==> config.mk <==
export PLATFORM = sky130hd
export DESIGN_NAME = cmpl_status_queue
export DESIGN_NICKNAME = d
export VERILOG_FILES = /design/src/rtl/cq_pkg.sv /design/src/rtl/cq_rr_arb.sv /design/src/rtl/cq_store.sv /design/src/rtl/cq_regs.sv /design/src/rtl/cmpl_status_queue.sv
export SDC_FILE = /design/constraint.sdc
export NUM_CORES = 1
export LEC_CHECK = 0
export ABC_CLOCK_PERIOD_IN_PS = 3450
export CAP_MARGIN = 0
export CORE_MARGIN = 5
export CORE_UTILIZATION = 48
export DETAILED_ROUTE_END_ITERATION = 16
export GPL_ROUTABILITY_DRIVEN = 0
export PLACE_DENSITY = 0.85
export SLEW_MARGIN = 20
export SYNTH_ARGS = -nofsm -noshare
export SYNTH_HDL_FRONTEND = slang
export SYNTH_SLANG_ARGS = --single-unit
==> constraint.sdc <==
create_clock -name clk -period 3.45 [get_ports clk]
set_input_delay 0.345 -clock clk [delete_from_list [all_inputs] [get_ports clk]]
set_output_delay 0.345 -clock clk [all_outputs]
set_load 0.005 [all_outputs]
==> src/rtl/cq_pkg.sv <==
`timescale 1ns/1ps
package cq_pkg;
  localparam int HS_W = 6;
  localparam int DS_W = 8;

  typedef struct packed {
    logic [1:0]      chan;
    logic [HS_W-1:0] hstat;
    logic [DS_W-1:0] dstat;
  } cq_entry_t;

  // high word: empty, valid, channel tag, host code
  function automatic logic [31:0] hi_word(input logic empty, input cq_entry_t e);
    logic [31:0] w;
    w = '0;
    w[31] = empty;
    w[30] = ~empty;
    if (!empty) begin
      w[9:8] = e.chan;
      w[5:0] = e.hstat;
    end
    return w;
  endfunction

  // low word: drive status byte only
  function automatic logic [31:0] lo_word(input logic empty, input cq_entry_t e);
    logic [31:0] w;
    w = '0;
    if (!empty) w[23:16] = e.dstat;
    return w;
  endfunction
endpackage

==> src/rtl/cq_rr_arb.sv <==
`timescale 1ns/1ps
module cq_rr_arb #(
  parameter int N = 4
) (
  input  logic                 clk,
  input  logic                 rst_n,
  input  logic                 en,
  input  logic [N-1:0]         req,
  output logic [N-1:0]         gnt,
  output logic [$clog2(N)-1:0] gnt_idx,
  output logic                 gnt_any
);
  localparam int IW = $clog2(N);

  logic [IW-1:0] start_q;

  function automatic logic [IW-1:0] rot(input logic [IW-1:0] base, input int k);
    int s;
    s = int'(base) + k;
    if (s >= N) s = s - N;
    return IW'(s);
  endfunction

  always_comb begin
    gnt     = '0;
    gnt_idx = '0;
    gnt_any = 1'b0;
    for (int k = 0; k < N; k++) begin
      if (en && !gnt_any && req[rot(start_q, k)]) begin
        gnt[rot(start_q, k)] = 1'b1;
        gnt_idx              = rot(start_q, k);
        gnt_any              = 1'b1;
      end
    end
  end

  always_ff @(posedge clk or negedge rst_n) begin
    if (!rst_n)       start_q <= '0;
    else if (gnt_any) start_q <= rot(gnt_idx, 1);
  end
endmodule

==> src/rtl/cq_store.sv <==
`timescale 1ns/1ps
module cq_store
  import cq_pkg::*;
#(
  parameter int DEPTH = 8
) (
  input  logic                     clk,
  input  logic                     rst_n,
  input  logic                     push,
  input  cq_entry_t                din,
  input  logic                     pop,
  output cq_entry_t                head,
  output logic                     empty,
  output logic                     full,
  output logic [$clog2(DEPTH+1)-1:0] count
);
  localparam int AW = (DEPTH > 1) ? $clog2(DEPTH) : 1;
  localparam int CW = $clog2(DEPTH+1);

  cq_entry_t     mem [DEPTH];
  logic [AW-1:0] wr_q, rd_q;
  logic [CW-1:0] cnt_q;

  function automatic logic [AW-1:0] bump(input logic [AW-1:0] p);
    return (p == AW'(DEPTH-1)) ? '0 : p + 1'b1;
  endfunction

  assign empty = (cnt_q == '0);
  assign full  = (cnt_q == CW'(DEPTH));
  assign count = cnt_q;
  assign head  = mem[rd_q];

  always_ff @(posedge clk) begin
    if (push) mem[wr_q] <= din;
  end

  always_ff @(posedge clk or negedge rst_n) begin
    if (!rst_n) begin
      wr_q  <= '0;
      rd_q  <= '0;
      cnt_q <= '0;
    end else begin
      if (push) wr_q <= bump(wr_q);
      if (pop)  rd_q <= bump(rd_q);
      if (push && !pop)      cnt_q <= cnt_q + 1'b1;
      else if (pop && !push) cnt_q <= cnt_q - 1'b1;
    end
  end
endmodule

==> src/rtl/cq_regs.sv <==
`timescale 1ns/1ps
module cq_regs
  import cq_pkg::*;
(
  input  logic        clk,
  input  logic        rst_n,
  input  logic        cfg_we,
  input  logic [7:0]  cfg_wdata,
  input  logic        rd_sel,
  input  cq_entry_t   head,
  input  logic        empty,
  output logic [31:0] rd_data,
  output logic        irq
);
  logic ien_q;

  always_ff @(posedge clk or negedge rst_n) begin
    if (!rst_n)      ien_q <= 1'b0;
    else if (cfg_we) ien_q <= (cfg_wdata != 8'd0);
  end

  assign rd_data = rd_sel ? hi_word(empty, head) : lo_word(empty, head);
  assign irq     = ien_q & ~empty;
endmodule

==> src/rtl/cmpl_status_queue.sv <==
`timescale 1ns/1ps
module cmpl_status_queue
  import cq_pkg::*;
#(
  parameter int NCH   = 4,
  parameter int DEPTH = 8
) (
  input  logic                 clk,
  input  logic                 rst_n,
  input  logic [NCH-1:0]       post_valid,
  input  logic [HS_W*NCH-1:0]  post_hstat,
  input  logic [DS_W*NCH-1:0]  post_dstat,
  output logic [NCH-1:0]       post_ready,
  input  logic                 rd_en,
  input  logic                 rd_sel,
  output logic [31:0]          rd_data,
  input  logic                 cfg_we,
  input  logic [7:0]           cfg_wdata,
  output logic                 irq
);
  localparam int IW = $clog2(NCH);
  localparam int CW = $clog2(DEPTH+1);

  logic [HS_W-1:0] hs_arr [NCH];
  logic [DS_W-1:0] ds_arr [NCH];

  for (genvar c = 0; c < NCH; c++) begin : g_unpack
    assign hs_arr[c] = post_hstat[c*HS_W +: HS_W];
    assign ds_arr[c] = post_dstat[c*DS_W +: DS_W];
  end

  // named internal events for the checker
  logic          q_empty, q_full;
  logic [CW-1:0] q_count;
  logic          push_evt, pop_evt;
  logic [IW-1:0] gnt_idx;
  cq_entry_t     new_ent, head_ent;

  cq_rr_arb #(.N(NCH)) u_arb (
    .clk(clk), .rst_n(rst_n), .en(~q_full), .req(post_valid),
    .gnt(post_ready), .gnt_idx(gnt_idx), .gnt_any(push_evt)
  );

  always_comb begin
    new_ent       = '0;
    new_ent.chan  = 2'(gnt_idx);
    new_ent.hstat = hs_arr[gnt_idx];
    new_ent.dstat = ds_arr[gnt_idx];
  end

  assign pop_evt = rd_en & rd_sel & ~q_empty;

  cq_store #(.DEPTH(DEPTH)) u_store (
    .clk(clk), .rst_n(rst_n), .push(push_evt), .din(new_ent),
    .pop(pop_evt), .head(head_ent), .empty(q_empty), .full(q_full),
    .count(q_count)
  );

  cq_regs u_regs (
    .clk(clk), .rst_n(rst_n), .cfg_we(cfg_we), .cfg_wdata(cfg_wdata),
    .rd_sel(rd_sel), .head(head_ent), .empty(q_empty),
    .rd_data(rd_data), .irq(irq)
  );
endmodule

Word-level counts from Yosys, hierarchy flattened:

Memory sizes are Yosys's and may differ from the RTL's.
Index checks and enable logic that the tools add are counted.

* reduce and logical (&&, ||, !) cells: 21
* bitwise operators: 9
* add/sub/neg operators: 13
* order comparisons: 18
* muxes and demuxes: 53
* equal/unequal tests: 3
* $mul: 0
* div/mod/pow operators: 0
* shifts and indexed selects: 0

Operators by type and width (count)
* $mux 32: 1
* $mux 2: 14
* $lt 2x3->1 const B: 8
* $mux 4: 6
* $mux 8: 3
* $mux 6: 3
* $bmux 8 s2: 1
* $ge 3x3->1 const B: 5
* $mux 1: 14
* $logic_and 1x1->1: 13
* $bmux 6 s2: 1
* $or 4x4->4: 3
* $sub 2x1->2 const B: 5
* $bmux 1 s2: 4
* $demux 1 s2: 4
* $ge 2x1->1 const B: 4
* $reduce_bool 8->1: 1
* $add 2x1->3 const B: 2
* $add 2x2->3 const B: 2
* $add 3x1->3 const B: 2
* $eq 3x3->1 const B: 2
* $mux 3: 2
* $logic_not 1->1: 5
* $add 4x1->4 const B: 1
* other kinds (8): 11

* memories: 1
* register bits after elaboration: 13
* output and inout port bits: 37
* bits in latches: 0
* memory bits (writable): 128
* input bits: 73
* word-level logic and storage cells: 123
* memory bits (read-only): 0

Memory list
* u_store.mem: words 8, width 16, read ports 1, clocked after Yosys merged registers in 0, write ports 1, line cq_store.sv:20 `cq_entry_t mem [DEPTH];`

Depth between registers and ports, before layout:

Gate-level depths: netlist of run 1.

* depth after elaboration: 24
* depth in mapped cells: 16
* depth with buffers taken out: 15

By module:

A second synthesis of run 1 with hierarchy kept.

* cell total of the unflattened synthesis: 382
* area total of the unflattened synthesis: 6845.3 um^2

Modules (own cells, without submodules)
* cq_store: sequential area each 4093.9 um^2, area an instance 5545.3 um^2, cells each 250, instances 1
* cq_rr_arb: sequential area each 50.0 um^2, area an instance 609.3 um^2, cells each 71, instances 1
* cmpl_status_queue: sequential area each 0.0 um^2, area an instance 379.1 um^2, cells each 19, instances 1
* cq_regs: sequential area each 25.0 um^2, area an instance 311.5 um^2, cells each 42, instances 1

Worst setup path after synthesis of run 1:

Ideal clock, no wire load.

* path kind: reg-to-reg
* from: register u_arb.start_q[0]
* to: memory u_store.mem[2][0] (netlist name) (enable)
* arrival time: 3.112 ns
* setup slack: -0.075 ns
* buffers on the path: 1
* stages on the path, launching flop included: 11
* data required time: 3.037 ns
* path through: dfrtp_1 > buf_6 > inv_2 > ha_1 > mux2_2 > nand3b_1 > nand2_1 > a21o_1 > inv_1 > nand2b_1 > nor3b_1

* longest elaborated chain between the ends: 20
* elaborated cells between the ends (all ways): 39
* those cells by class: add/sub (7); order compare (4); mux (18); reduce/logical (10)

Ends and longest elaborated chain
* start, declared: line cq_rr_arb.sv:15 `logic [IW-1:0] start_q;`
* start signal, assigned: line cq_rr_arb.sv:39 `else if (gnt_any) start_q <= rot(gnt_idx, 1);`
* $ge 2x3->1 / $sub 2x1->2 (equally long branches): line cq_rr_arb.sv:20 `if (s >= N) s = s - N;`
* $mux 2: line cq_rr_arb.sv:20
* $bmux 1 s2: line cq_rr_arb.sv:29 `if (en && !gnt_any && req[rot(start_q, k)]) begin`
* $mux 1 (not written as such): line cq_rr_arb.sv:29
* $logic_and 1x1->1: line cq_rr_arb.sv:29
* $mux 1: line cq_rr_arb.sv:29
* $logic_not 1->1: line cq_rr_arb.sv:29
* $logic_and 1x1->1 (2 in series): line cq_rr_arb.sv:29
* [2 not listed]
* $logic_and 1x1->1 (2 in series): line cq_rr_arb.sv:29
* $mux 1: line cq_rr_arb.sv:29
* $logic_not 1->1: line cq_rr_arb.sv:29
* $logic_and 1x1->1 (2 in series): line cq_rr_arb.sv:29
* $mux 1 (*): line cq_rr_arb.sv:29
* net push_evt: line cmpl_status_queue.sv:35 `logic push_evt, pop_evt;`
* $mux 1 (*): line cq_store.sv:34 `if (push) mem[wr_q] <= din;`
* $mux 1 (not written as such) (*): line cq_store.sv:34
* end, declared: line cq_store.sv:20

Mark *: on every way through the listed nets, which the timed path passes. The rest lies on a longest branch. The select of a mux whose other input is x is not followed.

Final worst setup path of run 1:

* from: register u_arb.start_q[1]
* to: output post_ready[0]

* longest elaborated chain between the ends: 18
* elaborated cells between the ends (all ways): 67
* those cells by class: add/sub (7); order compare (12); mux (31); bitwise (3); reduce/logical (14)

Ends and longest elaborated chain
* branches (longest 17 deep; another with $add 2x1->3)
* $mux 4 (*): line cq_rr_arb.sv:29
* end, declared: line cmpl_status_queue.sv:13 `output logic [NCH-1:0] post_ready,`

Mark *: on every way between the ends. The select of a mux whose other input is x is not followed.

==> results of run 1 <==
[worst reg2reg max path: cells and delay by family (launching register included)]
kind                       cells  cell delay (ns)
AOI/OAI and AO/OA              3             0.47
xor gates and xnor gates       2             0.28
adders and majority gates      3             0.88
buffers and inverters          3             0.29
DFF                            1             0.35
muxes                          1             0.39
and+or+nand+nor                3             0.35
[state kept, by name, indices dropped and copies added (netlist names)]
| signal | flops |
|---|---|
| u_arb.start_q | 2 |
| u_regs.ien_q | 1 |
| u_store.mem | 128 |
| u_store.rd_q | 3 |
| u_store.count | 4 |
| u_store.wr_q | 3 |
[per-stage QoR]
stage | hold slack, ns | setup WS [ns] | utilization (%) | area [um^2]
3_3_place_gp | 0.5190 | 0.3205 | 58.30 | 7720
4_1_cts | 0.3415 | 0.2521 | 62.68 | 8300
2_1_floorplan | 0.04941 | 0.03099 | - | 6559
6_report | 0.3318 | 0.2576 | 62.68 | 8300
3_5_place_dp | 0.5326 | 0.2347 | 58.30 | 7720
5_1_grt | 0.3685 | 0.09376 | 62.68 | 8300
[cell usage after synthesis, types with 2 or more instances]
| cell | count | area (um^2) |
|---|---|---|
| edfxtp_1 | 128 | 3844 |
| mux4_2 | 44 | 991.0 |
| mux2i_1 | 24 | 240.2 |
| nor2_1 | 22 | 82.58 |
| nand2_1 | 15 | 56.30 |
| buf_4 | 14 | 105.1 |
| dfrtp_1 | 13 | 325.3 |
| ha_1 | 11 | 137.6 |
| a22oi_1 | 8 | 60.06 |
| clkbuf_1 | 8 | 30.03 |
| inv_1 | 6 | 22.52 |
| buf_1 | 5 | 18.77 |
| mux2_2 | 5 | 56.30 |
| nor3_1 | 5 | 25.02 |
| a21o_1 | 4 | 30.03 |
| a21oi_1 | 4 | 20.02 |
| mux4_1 | 4 | 105.1 |
| nor3b_1 | 4 | 30.03 |
| o22ai_1 | 4 | 25.02 |
| buf_2 | 3 | 15.01 |
| nor4_1 | 3 | 18.77 |
| xnor2_1 | 3 | 26.28 |
| a32oi_1 | 2 | 17.52 |
| and2_1 | 2 | 12.51 |
| buf_6 | 2 | 22.52 |
| nand2b_1 | 2 | 12.51 |
| o21ai_0 | 2 | 10.01 |
| xor2_1 | 2 | 17.52 |
[layout make-up]
type | count | share of cell area (%)
Clock inverter | 14 | 1.824
Clock buffer | 18 | 5.170
Timing Repair Buffer | 116 | 13.81
Inverter | 7 | 0.3166
Multi-Input combinational cell | 195 | 25.99
Sequential cell | 141 | 50.24
Tap cell | 176 | 2.653
[per-layer routing]
layer	part of all wire (%)	vias to the layer above	routed length (um)	GRT usage, %
li1	-	1672	-	-
met1	40	1947	5820	24.57
met2	53	167	7769	32.52
met3	6.3	14	926	4.784
met4	0.93	0	137	5.300
met5	0	-	0	0
[worst paths after layout]
check,from,slack [ns],cells after the start,end
max in group asynchronous,rst_n,2.65,1,u_store.rd_q[0]
hold reg to reg,u_store.count[3],0.55,1,u_store.count[3]
min in group clk,cfg_we,0.54,2,u_regs.ien_q
setup reg to reg,u_arb.start_q[1],0.32,15,u_store.count[3]
setup / recovery,u_arb.start_q[1],0.26,8,post_ready[0]
hold / removal,rst_n,0.33,1,u_store.wr_q[2]
[where the power goes]
group | switching, mW | total, mW | internal (mW)
Combinational | 1.98 | 3.83 | 1.85
Sequential | 0.314 | 3.39 | 3.08
Clock | 0.661 | 1.78 | 1.12
[cells by family (layout without fill, tap and decap cells)]
family / count (synthesis) / after routing
flip-flops: 141 / 141
multiplexers: 77 / 77
AND/OR/NAND/NOR: 58 / 58
buffers and inverters: 41 / 155
AO/OA/AOI/OAI: 29 / 29
adder cells (fa/ha/maj): 12 / 12
XOR/XNOR: 5 / 5
other: 1 / 14
==> reports/qor.csv, run 1 <==
stage,metric,value,unit
global_routing,first-pass GRT wire length,22.78,mm
logic_synthesis,Post-Synth Adder-Cell Area,2.429,%
logic_synthesis,async set-reset flop share out of synthesis,9.220,%
logic_synthesis,Main synth FF type,edfxtp_1,
timing,"Hold Vio Cnt, Final",0,
timing,slew margin rel.,52.78,%
timing,Max Clk Rate,313.2,MHz
final_layout,fill cell count,931,
clock_network,Post-CTS Resized,0,
logic_synthesis,"Seq/Total Area, Yosys",64.24,%
setup_path,"Req. time, crit path",3.11,ns
routing,DRT iter0 DRCs,344,
timing,Tightest Pin Transition,0.7083,ns
power_and_ir_drop,Final Power,9.003,mW
clock_network,"Setup Fix Bufs, Post-CTS",0,
clock_network,TritonCTS clock tree,built,
floorplan,total die area,15950,um^2
logic_synthesis,complex-gate fraction of the synthesized area,3.142,%
floorplan,Die Span X,126.3,um
power_and_ir_drop,power density cells,1085,nW/um^2
global_routing,pin count of the biggest net entering global routing,25,
final_layout,"commonest non-fill, non-tap cell in the layout",edfxtp_1,
logic_synthesis,Mapped Cells,364,
clock_network,CTS Hold Buffers Added,0,
logic_synthesis,multiplexer area fraction after synthesis,21.46,%
logic_synthesis,main combinational cell family by area after synthesis,multiplexers,
floorplan,Die H,126.3,um
power_and_ir_drop,peak supply drop,0.0007001,V
floorplan,row cnt,42,
final_layout,n_diodes,0,
setup_path,Worst Setup Start Kind,flip-flop,
routing,vias,3800,
final_layout,Non-Filler Instances,667,
run_status,outcome,"complete, no violations",
clock_network,register clock-pin slew on the reported worst setup and hold paths,0.06,ns
timing,Setup Skew,0.01066,ns
setup_path,critical path cell sequence,"inv_1, ha_1, mux2_2, nand3b_1, nand2_1, nand2_1, o22ai_1, clkdlybuf4s50_1",
clock_network,total CTS buffers,17,
floorplan,initial core utilization,49.01,%
clock_network,clk buf depth,2,
clock_network,CTS sink cnt,141,
setup_path,slowest cell delay on critical path,0.54,ns
setup_path,Top delay family on crit path,buffers and inverters,
floorplan,Top Ports,110,
place,HPWL after DPL,9.307,mm
clock_network,CTS root buf,clkbuf_16,
flow_run,Max Cap Viol,0,
logic_synthesis,synthesized flop and latch total,141,
routing,Vias/cell,5.697,
global_routing,All-Layer GR Usage,19.09,%
timing,Final period util,92.53,%
power_and_ir_drop,Leak,2.944,nW
clock_network,H-tree Lvls,4,
setup_path,worst path bufs/invs,2,
timing,post-layout minimum cycle time,3.192,ns
final_layout,Seq. cell area,4170,um^2
setup_path,Slowest cell on crit path,clkdlybuf4s50_1,
worst_hold_path,Min-Delay Path Class,in2async,
final_layout,Multi-input gate area,2157,um^2
logic_synthesis,Post-Synth XOR/XNOR Area,0.6748,%
timing,Setup-failing EPs final,0,
clock_network,clk_lat worst skew,0.41,ns
final_layout,share of cells above drive strength 1,21.79,%
final_layout,Final #Nets,563,
logic_synthesis,Synth cell types,43,
global_routing,grt ovf,0,
setup_path,Critical Path AT,2.85,ns
logic_synthesis,"EDFF count, synth",128,
global_routing,initial antenna violation count,0,
final_layout,most frequent cells in the layout,"edfxtp_1 (128), clkdlybuf4s50_1 (95), mux4_2 (44)",
routing,DRT Pass-1 Iters,5,
setup_path,kind of critical path,reg2out,
logic_synthesis,simple-gate share of the synthesized area,4.261,%
routing,DR DRC count,0,
setup_path,"most used cell, CP",nand2_1,
routing,WL final,14.65,mm
logic_synthesis,synthesized cell area,6490,um^2
timing,final slew viol count,0,
floorplan,core area,13240,um^2
global_routing,vias in the first global route,3980,
logic_synthesis,Mean Syn Cell Area,17.83,um^2
place,Port Buffer Count,95,
setup_path,crit end category,output pin,
routing,DRT antenna net count,0,
timing,RSZ-0062 raised after global routing,false,
timing,TNS Setup,0,ns
logic_synthesis,yosys warns,0,
routing,routed len/inst,21.97,um
setup_path,worst-path fanout max,6,
place,placed cells,635,
final_layout,Area Overhead vs Synth,27.90,%
(Power assumes the default switching activity.)
==> run 2, diff against run 1 <==
--- a/config.mk
+++ b/config.mk
@@ -5,14 +5,16 @@
 export SDC_FILE = /design/constraint.sdc
 export NUM_CORES = 1
 export LEC_CHECK = 0
-export ABC_CLOCK_PERIOD_IN_PS = 3450
+export ABC_CLOCK_PERIOD_IN_PS = 3200
 export CAP_MARGIN = 0
 export CORE_MARGIN = 5
-export CORE_UTILIZATION = 48
+export CORE_UTILIZATION = 53
+export CTS_CLUSTER_DIAMETER = 50
 export DETAILED_ROUTE_END_ITERATION = 16
 export GPL_ROUTABILITY_DRIVEN = 0
-export PLACE_DENSITY = 0.85
+export PLACE_DENSITY = 0.89
 export SLEW_MARGIN = 20
 export SYNTH_ARGS = -nofsm -noshare
 export SYNTH_HDL_FRONTEND = slang
 export SYNTH_SLANG_ARGS = --single-unit
+export TNS_END_PERCENT = 100
==> constraint.sdc (replaced) <==
create_clock -name clk -period 3.2 [get_ports clk]
set_input_delay 0.32 -clock clk [delete_from_list [all_inputs] [get_ports clk]]
set_output_delay 0.32 -clock clk [all_outputs]
set_load 0.005 [all_outputs]
==> reports/qor.csv, run 2 (synthesis results as in run 1) <==
stage,metric,value,unit,change
run_status,outcome,"complete, no violations",,unchanged
global_routing,vias in the first global route,4180,,"was 3,980"
global_routing,pin count of the biggest net entering global routing,19,,was 25
setup_path,crit end category,flip-flop,,was output pin
power_and_ir_drop,peak supply drop,0.0005992,V,was 0.0007001 V
setup_path,Worst R2R Start,u_arb.start_q[1],,unchanged
clock_network,"Setup Fix Bufs, Post-CTS",0,,unchanged
place,placed cell areas,7776,um^2,was 7720 um^2
setup_path,Top delay family on crit path,simple AND/OR/NAND/NOR gates,,was buffers and inverters
clock_network,CTS root buf,clkbuf_16,,unchanged
timing,Setup-failing EPs final,0,,unchanged
setup_path,kind of critical path,reg2reg,,was reg2out
floorplan,Die H,120.7,um,was 126.3 um
floorplan,Die Span X,120.7,um,was 126.3 um
timing,post-layout minimum cycle time,3.110,ns,
power_and_ir_drop,power density cells,1166,nW/um^2,was 1085 nW/um^2
final_layout,most frequent cells in the layout,"edfxtp_1 (128), clkdlybuf4s50_1 (95), mux4_2 (44)",,unchanged
timing,slew margin rel.,34.83,%,was 52.78%
floorplan,initial core utilization,54.03,%,was 49.01%
final_layout,Final #Nets,577,,was 563
timing,Final period util,97.18,%,
clock_network,Post-CTS Resized,0,,unchanged
final_layout,"Most flops, register",u_store.mem,,unchanged
setup_path,R2R Setup Slk,0.09,ns,was 0.32 ns
timing,Max Clk Rate,321.6,MHz,
routing,DRT Pass-1 Iters,5,,unchanged
setup_path,worst path bufs/invs,4,,was 2
floorplan,row cnt,40,,was 42
worst_hold_path,Min-Delay Path Class,in2async,,unchanged
final_layout,final instance area,8317,um^2,was 8300 um^2
setup_path,worst-path fanout max,11,,was 6
routing,vias,3921,,"was 3,800"
final_layout,share of cells above drive strength 1,24.75,%,was 21.79%
place,placed cells,620,,was 635
floorplan,Top Ports,110,,unchanged
clock_network,H-tree Lvls,4,,unchanged
setup_path,Critical Path AT,3.21,ns,was 2.85 ns
clock_network,register clock-pin slew on the reported worst setup and hold paths,0.06,ns,about the same
place,Port Buffer Count,95,,unchanged
setup_path,Worst Setup Start Kind,flip-flop,,unchanged
flow_run,Max Cap Viol,0,,unchanged
setup_path,R2R Path End,u_store.mem[0][3],,was u_store.count[3]
routing,WL final,15.69,mm,was 14.65 mm
timing,"Hold Vio Cnt, Final",0,,unchanged
global_routing,first-pass GRT wire length,24.07,mm,was 22.78 mm
routing,DRT antenna net count,0,,unchanged
final_layout,post-layout util,69.24,%,was 62.68%
setup_path,Crit. Startpoint,u_arb.start_q[1],,unchanged
setup_path,"Req. time, crit path",3.30,ns,was 3.11 ns
final_layout,Area Overhead vs Synth,28.15,%,was 27.90%
final_layout,"commonest non-fill, non-tap cell in the layout",edfxtp_1,,unchanged
global_routing,grt ovf,0,,unchanged
setup_path,Slowest cell on crit path,nor3_2,,was clkdlybuf4s50_1
clock_network,TritonCTS clock tree,built,,unchanged
routing,Vias/cell,6.014,,was 5.697
global_routing,All-Layer GR Usage,22.70,%,was 19.09%
global_routing,initial antenna violation count,0,,unchanged
floorplan,core area,12010,um^2,"was 13,240 um^2"
routing,DR DRC count,0,,unchanged
timing,final slew viol count,0,,unchanged
clock_network,clk_lat worst skew,0.42,ns,was 0.41 ns
place,dpl ws,0.01926,ns,was 0.2347 ns
setup_path,critical path cell sequence,"inv_1, ha_4, mux2_2, nand3b_1, nand2_1, a21o_1, inv_1, nand2b_1, buf_4, nor3_2, buf_4",,"was inv_1, ha_1, mux2_2, nand3b_1, nand2_1, nand2_1, o22ai_1, clkdlybuf4s50_1"
floorplan,total die area,14560,um^2,"was 15,950 um^2"
timing,Tightest Pin Transition,0.9740,ns,was 0.7083 ns
setup_path,CP endpoint,u_store.mem[0][3],,was post_ready[0]
power_and_ir_drop,Leak,2.971,nW,was 2.944 nW
timing,final setup margin,0.09014,ns,was 0.2576 ns
clock_network,CTS sink cnt,141,,unchanged
clock_network,total CTS buffers,17,,unchanged
setup_path,slowest cell delay on critical path,0.53,ns,was 0.54 ns
setup_path,R2R cell count,11,,was 15
routing,DRT iter0 DRCs,400,,was 344
final_layout,fill cell count,738,,was 931
setup_path,cell count along the critical path,11,,was 8
clock_network,CTS Hold Buffers Added,0,,unchanged
clock_network,clk buf depth,2,,unchanged
final_layout,max reg flops,128,,unchanged
final_layout,Non-Filler Instances,652,,was 667
timing,Setup Skew,0.009017,ns,was 0.01066 ns
place,HPWL after DPL,10.15,mm,was 9.307 mm
final_layout,n_diodes,0,,unchanged
routing,routed len/inst,24.06,um,was 21.97 um
-- run 2: power breakdown --
part	internal, mW	total [mW]	switching [mW]
clock	0.986	1.72	0.735
sequential	3.32	3.67	0.349
combinational	2.10	4.31	2.21
total	6.41	9.70	3.29
-- run 2: worst register-to-register path, cell delays in order (launching register included) --
cell	delay, ns
dfrtp_1	0.38
inv_1	0.11
ha_4	0.23
mux2_2	0.26
nand3b_1	0.14
nand2_1	0.08
a21o_1	0.17
inv_1	0.16
nand2b_1	0.16
buf_4	0.18
nor3_2	0.53
buf_4	0.39
-- run 2: area by class of cell --
type                            count  area [um^2]  area share (%)
Sequential cell                   141         4170           50.14
Multi-Input combinational cell    195         2172           26.12
Timing Repair Buffer              130         1239           14.89
Clock buffer                       19        432.9           5.205
Tap cell                          147        183.9           2.212
Clock inverter                     13        92.59           1.113
Inverter                            7        26.28          0.3159
-- run 2: through the flow --
stage                     hold WS (ns)  total power, mW  setup TNS, ns
final                           0.3162            9.698              0
after global routing            0.3624            10.21        -0.1592
after CTS                       0.3200            9.706              0
after detailed placement        0.5158            7.902              0
after global placement          0.5159            7.651              0
after floorplan                0.02441            6.317              0
-- run 2: how the worst min path moves through the flow --
stage | end | slack [ns] | cells past startpoint
global placement | u_store.count[3] | 0.52 | 1
finish | u_arb.start_q[0] | 0.32 | 1
floorplan | u_arb.start_q[0] | 0.02 | 0
global route | u_store.rd_q[1] | 0.36 | 1
detailed placement | u_store.count[3] | 0.52 | 1
CTS | u_arb.start_q[0] | 0.32 | 1
-- run 2: per-layer routing --
| layer | part of all wire, % | track usage [%] | routed length (um) |
|---|---|---|---|
| met3 | 5.5 | 4.818 | 857 |
| met5 | 0 | 0 | 0 |
| met2 | 54 | 39.78 | 8498 |
| met1 | 38 | 27.11 | 5917 |
| met4 | 2.6 | 9.915 | 413 |
